File: src/rtl/cpw_pkg.sv
package cpw_pkg;
  localparam int unsigned CPW_NCH       = 2;
  localparam int unsigned CPW_SYNC_DEF  = 2;
  localparam int unsigned CPW_TRIP_DEF  = 3;
  localparam int          CPW_CH_A      = 0;
  localparam int          CPW_CH_B      = 1;
endpackage

File: src/rtl/cpw_edge_det.sv
// Synchronizes one monitored clock into the system domain and
// emits a one-cycle strobe per low-to-high transition.
module cpw_edge_det #(
  parameter int unsigned STAGES = 2
) (
  input  logic clk,
  input  logic rst,
  input  logic din,
  output logic rise
);
  logic [STAGES-1:0] sync_q;
  logic              last_q;

  always_ff @(posedge clk) begin
    if (rst) begin
      sync_q <= '0;
      last_q <= 1'b0;
    end else begin
      sync_q <= {sync_q[STAGES-2:0], din};
      last_q <= sync_q[STAGES-1];
    end
  end

  assign rise = sync_q[STAGES-1] & ~last_q;
endmodule

File: src/rtl/cpw_pair_cnt.sv
// Paired edge counters with balanced-clear and trip detection

module cpw_pair_cnt #(
  parameter int unsigned TRIP = 3,
  parameter int unsigned CW   = 2
) (
  input  logic          clk,
  input  logic          rst,
  input  logic          rise_a,
  input  logic          rise_b,
  output logic [CW-1:0] cnt_a,
  output logic [CW-1:0] cnt_b,
  output logic          miss_a,
  output logic          miss_b
);
  logic [CW-1:0] nxt_a, nxt_b;
  logic          alive;

  always_comb begin
    nxt_a  = cnt_a + CW'(rise_a);
    nxt_b  = cnt_b + CW'(rise_b);
    // secondary piled up edges while primary stayed silent
    miss_a = (nxt_b >= CW'(TRIP)) && (nxt_a == '0);
    // primary piled up edges while secondary stayed silent
    miss_b = (nxt_a >= CW'(TRIP)) && (nxt_b == '0);
    alive  = (nxt_a != '0) && (nxt_b != '0);
  end

  always_ff @(posedge clk) begin
    if (rst || alive || miss_a || miss_b) begin
      cnt_a <= '0;
      cnt_b <= '0;
    end else begin
      cnt_a <= nxt_a;
      cnt_b <= nxt_b;
    end
  end
endmodule

File: src/rtl/cpw_flags.sv
// Sticky loss flags and the single-cycle switch request.
module cpw_flags (
  input  logic clk,
  input  logic rst,
  input  logic miss_a,
  input  logic miss_b,
  output logic bad_a,
  output logic bad_b,
  output logic switch_req
);
  always_ff @(posedge clk) begin
    if (rst) begin
      bad_a      <= 1'b0;
      bad_b      <= 1'b0;
      switch_req <= 1'b0;
    end else begin
      bad_a      <= bad_a | miss_a;
      bad_b      <= bad_b | miss_b;
      switch_req <= (miss_a & ~bad_a) | (miss_b & ~bad_b);
    end
  end
endmodule

File: src/rtl/clk_pair_watch.sv
module clk_pair_watch
  import cpw_pkg::*;
#(
  parameter int unsigned SYNC_STAGES = CPW_SYNC_DEF,
  parameter int unsigned TRIP        = CPW_TRIP_DEF
) (
  input  logic sys_clk,
  input  logic sys_rst,
  input  logic mon_clk_a,
  input  logic mon_clk_b,
  output logic bad_a,
  output logic bad_b,
  output logic switch_req
);
  localparam int unsigned CW = $clog2(TRIP + 1);

  logic [CPW_NCH-1:0] mon_raw;
  logic [CPW_NCH-1:0] rise;
  logic [CW-1:0]      cnt_a, cnt_b;
  logic               miss_a, miss_b;

  assign mon_raw = {mon_clk_b, mon_clk_a};

  for (genvar gi = 0; gi < CPW_NCH; gi++) begin : g_ch
    cpw_edge_det #(.STAGES(SYNC_STAGES)) u_det (
      .clk  (sys_clk),
      .rst  (sys_rst),
      .din  (mon_raw[gi]),
      .rise (rise[gi])
    );
  end

  cpw_pair_cnt #(.TRIP(TRIP), .CW(CW)) u_cnt (
    .clk    (sys_clk),
    .rst    (sys_rst),
    .rise_a (rise[CPW_CH_A]),
    .rise_b (rise[CPW_CH_B]),
    .cnt_a  (cnt_a),
    .cnt_b  (cnt_b),
    .miss_a (miss_a),
    .miss_b (miss_b)
  );

  cpw_flags u_flg (
    .clk        (sys_clk),
    .rst        (sys_rst),
    .miss_a     (miss_a),
    .miss_b     (miss_b),
    .bad_a      (bad_a),
    .bad_b      (bad_b),
    .switch_req (switch_req)
  );
endmodule

File: config.mk
export PLATFORM = sky130hd
export DESIGN_NAME = clk_pair_watch
export DESIGN_NICKNAME = d
export VERILOG_FILES = /design/src/rtl/cpw_pkg.sv /design/src/rtl/cpw_edge_det.sv /design/src/rtl/cpw_pair_cnt.sv /design/src/rtl/cpw_flags.sv /design/src/rtl/clk_pair_watch.sv
export SDC_FILE = /design/constraint.sdc
export NUM_CORES = 1
export LEC_CHECK = 0
export BUFFER_PORTS_ARGS = -buffer_cell sky130_fd_sc_hd__buf_2
export CORE_AREA = 2 2 39 41
export CTS_CLUSTER_SIZE = 25
export DETAILED_ROUTE_END_ITERATION = 10
export DIE_AREA = 0 0 41 43
export RECOVER_POWER = 50
export SYNTH_ARGS = -nofsm -noshare
export SYNTH_HDL_FRONTEND = slang
export SYNTH_HIERARCHICAL = 1
export SYNTH_SLANG_ARGS = --single-unit
File: constraint.sdc
create_clock -name sys_clk -period 1.6 [get_ports sys_clk]
set_clock_uncertainty 0.15 [all_clocks]
set_input_delay 0.16 -clock sys_clk [delete_from_list [all_inputs] [get_ports sys_clk]]
set_output_delay 0.16 -clock sys_clk [all_outputs]
set_load 0.01 [all_outputs]
==> results.cfg <==
[clock_tree]
cts_buffers = 3
post_cts_buffers = 0
cts_max_level = 1
cts_root_buf = clkbuf_4
cts_tree = done
clkSlewWorstSetupHoldPaths_ns = 0.08
clkLatencyLatePin_ns = 0.27
cts_buffer_depth = 2
numClockSinks = 13

[yosys]
syn_area_um2 = 477
netlist_instances = 42
seq_area_frac_synth_pct = 54.6
syn_nets = 48
postSynthAreaPerCell_um2 = 11.4
yosysUniqueCellTypes = 15
yosysWarnings = 6
ys_ff_latch = 13

[final_layout]
final_common_cell = dfxtp_1
antenna_cells = 0
layout_common_cells = 13 x dfxtp_1, 6 x nor2b_1, 5 x buf_2
drive_above_1_share_pct = 38.6
fillers = 129
stdcell_count = 73
fin_nets = 64
final_cell_area_um2 = 648
area_growth_syn_to_layout_pct = 36.0

[grt]
grt_pass1_wl_mm = 1.17
grt_use_met2_pct = 12.8
grt_pass1_vias = 298
met1_usage_pct = 13.0
gr-max-usage-layer = met4
antenna_found_initial = 0
grtUsageMet3_pct = 3.14
grt_start_max_net_pins = 13
gr-total-overflow = 0
grt_usage_pct = 10.9

[routing]
dr.pass1.iters = 2
vias = 317
drc = 0
via_per_inst = 4.34
antenna_left = 0
finalWirelength_um = 756
drt-initial-drc-count = 7
drt-wirelength-per-cell_um = 10.4

[pwr]
clockPowerShare_pct = 33.5
max-vdd-ir-drop_uv = 399
power.internal_w = 0.000459
swShare_pct = 21.8
switchingPower_w = 0.000128
seqPwrFrac_pct = 57.3
p_leak_nw = 0.256
comb_power_share_pct = 9.2
power_density_nw_per_um2 = 906

[setup_path]
rr_startpoint = g_ch[0].u_det/sync_q[1]$_SDFF_PP0_
r2r_cells = 6
crit_type = reg -> reg
endpoint = u_flg/switch_req$_SDFF_PP0_
startpoint_type = flip-flop
worstPathArrival_ns = 1.61
crit_path_end_kind = flip-flop
r2r_slack_ns = 0.06
required_ns = 1.66
reg2reg_to = u_flg/switch_req$_SDFF_PP0_
critPathMaxFanout = 3
cp-startpoint = g_ch[0].u_det/sync_q[1]$_SDFF_PP0_

[floorplanning]
std_cell_rows = 14
die_x_um = 41
ioPinCount = 7
dieArea_um2 = 1760
initial_core_util_pct = 34.4
core_area_um2 = 1380
chipHeight_um = 43

[sta]
setup_viol = 0
hold_ws_ns = 0.0431
fin_crit_sh_pct = 96.6
fin_crit_ns = 1.54
fmax_mhz = 647
tightest_slew_ns = 0.318
relSlewSlack_pct = 78.7
fin_tns_setup_ns = 0
final_max_slew_viol_count = 0
finalHoldViolCount = 0

[place]
post_dp_cell_area_um2 = 549
dp.cells = 67
dp_hpwl_um = 467
gp_congestion = 0.760
io_buffers = 6

[min_path]
hold_path_class = in -> reg

[outcome]
status = completed

[job]
cap_violations = 0
## kinds of logic after synthesis
kind of cell | synth area share [%]
AOI/OAI and AO/OA | 1.84
and+or+nand+nor | 31.2
DFF | 54.6
adders and majority gates | 5.25
xor gates and xnor gates | 7.09
## how the worst min path moves through the flow
stage,start,end,slack [ns],cells past startpoint
global placement,mon_clk_b,g_ch[1].u_det/sync_q[0]$_SDFF_PP0_,0.22,2
CTS,sys_rst,u_flg/switch_req$_SDFF_PP0_,0.03,2
detailed placement,mon_clk_b,g_ch[1].u_det/sync_q[0]$_SDFF_PP0_,0.23,2
global route,sys_rst,u_flg/switch_req$_SDFF_PP0_,0.07,2
finish,sys_rst,u_flg/switch_req$_SDFF_PP0_,0.04,2
floorplan,sys_rst,u_flg/switch_req$_SDFF_PP0_,0.07,1
## metal layers
| layer | share of wire (%) | wire length, µm |
|---|---|---|
| met5 | 0 | 0 |
| met4 | 2.5 | 19 |
| met3 | 3.2 | 24 |
| met2 | 46 | 344 |
| met1 | 49 | 367 |
## power by group through the flow
stage | clock network (W) | logic [W] | registers (W)
2_1_floorplan | 0 | 0.0000244 | 0.000343
3_3_place_gp | 0 | 0.0000370 | 0.000343
3_5_place_dp | 0 | 0.0000373 | 0.000343
4_1_cts | 0.000210 | 0.0000420 | 0.000336
5_1_grt | 0.000214 | 0.0000591 | 0.000338
6_report | 0.000197 | 0.0000539 | 0.000336
## timing repair
item,4_1_cts,5_1_grt
resized for setup,1,7
gates cloned,0,0
pin swaps,0,2
hold buffers,2,0
endpoints found under the hold margin,2,0
endpoints found under the setup margin,1,3
## area by class of cell
cell class / instances / area, µm² / share of cell area (%)
Clock buffer: 4 / 26.3 / 4.05
Multi-Input combinational cell: 29 / 270 / 41.7
Timing Repair Buffer: 11 / 71.3 / 11.0
Sequential cell: 13 / 260 / 40.2
Tap cell: 16 / 20.0 / 3.09
## stage by stage
stage                     util [%]  worst slack, ns  total power (W)
after CTS                     43.4           0.0236         0.000587
after global routing          46.8         -0.00825         0.000611
after detailed placement      39.7         -0.00381         0.000381
after global placement        39.7          -0.0334         0.000380
after floorplan                  -           0.0764         0.000367
final                         46.8           0.0551         0.000587
## sequential cells by signal, summed over array words and instances (netlist names)
name and count:
g_ch.u_det/sync_q 4, u_cnt/cnt_a 2, u_flg/switch_req 1, u_flg/bad_a 1
u_cnt/cnt_b 2, u_flg/bad_b 1, g_ch.u_det/last_q 2
## synth_stat cells, drive strengths merged
| cell type | count | area (µm²) |
|---|---|---|
| nor3 | 2 | 10.0 |
| nor2b | 8 | 55.1 |
| nor2 | 4 | 15.0 |
| xor2 | 2 | 25.0 |
| nand2b | 4 | 25.0 |
| a21oi | 1 | 8.76 |
| nor4 | 2 | 12.5 |
| ha | 2 | 25.0 |
| dfxtp | 13 | 260 |
| xnor2 | 1 | 8.76 |
| nor3b | 2 | 20.0 |
| or3 | 1 | 11.3 |
## worst max-delay path: stages, from the launching register on
cell      delay, ns
dfxtp_1        0.31
nor2b_2        0.14
ha_1           0.31
nand2b_4       0.17
nor3b_4        0.19
nand2b_1       0.09
a21oi_2        0.13
No activity file was read; power rests on OpenSTA's default activity.
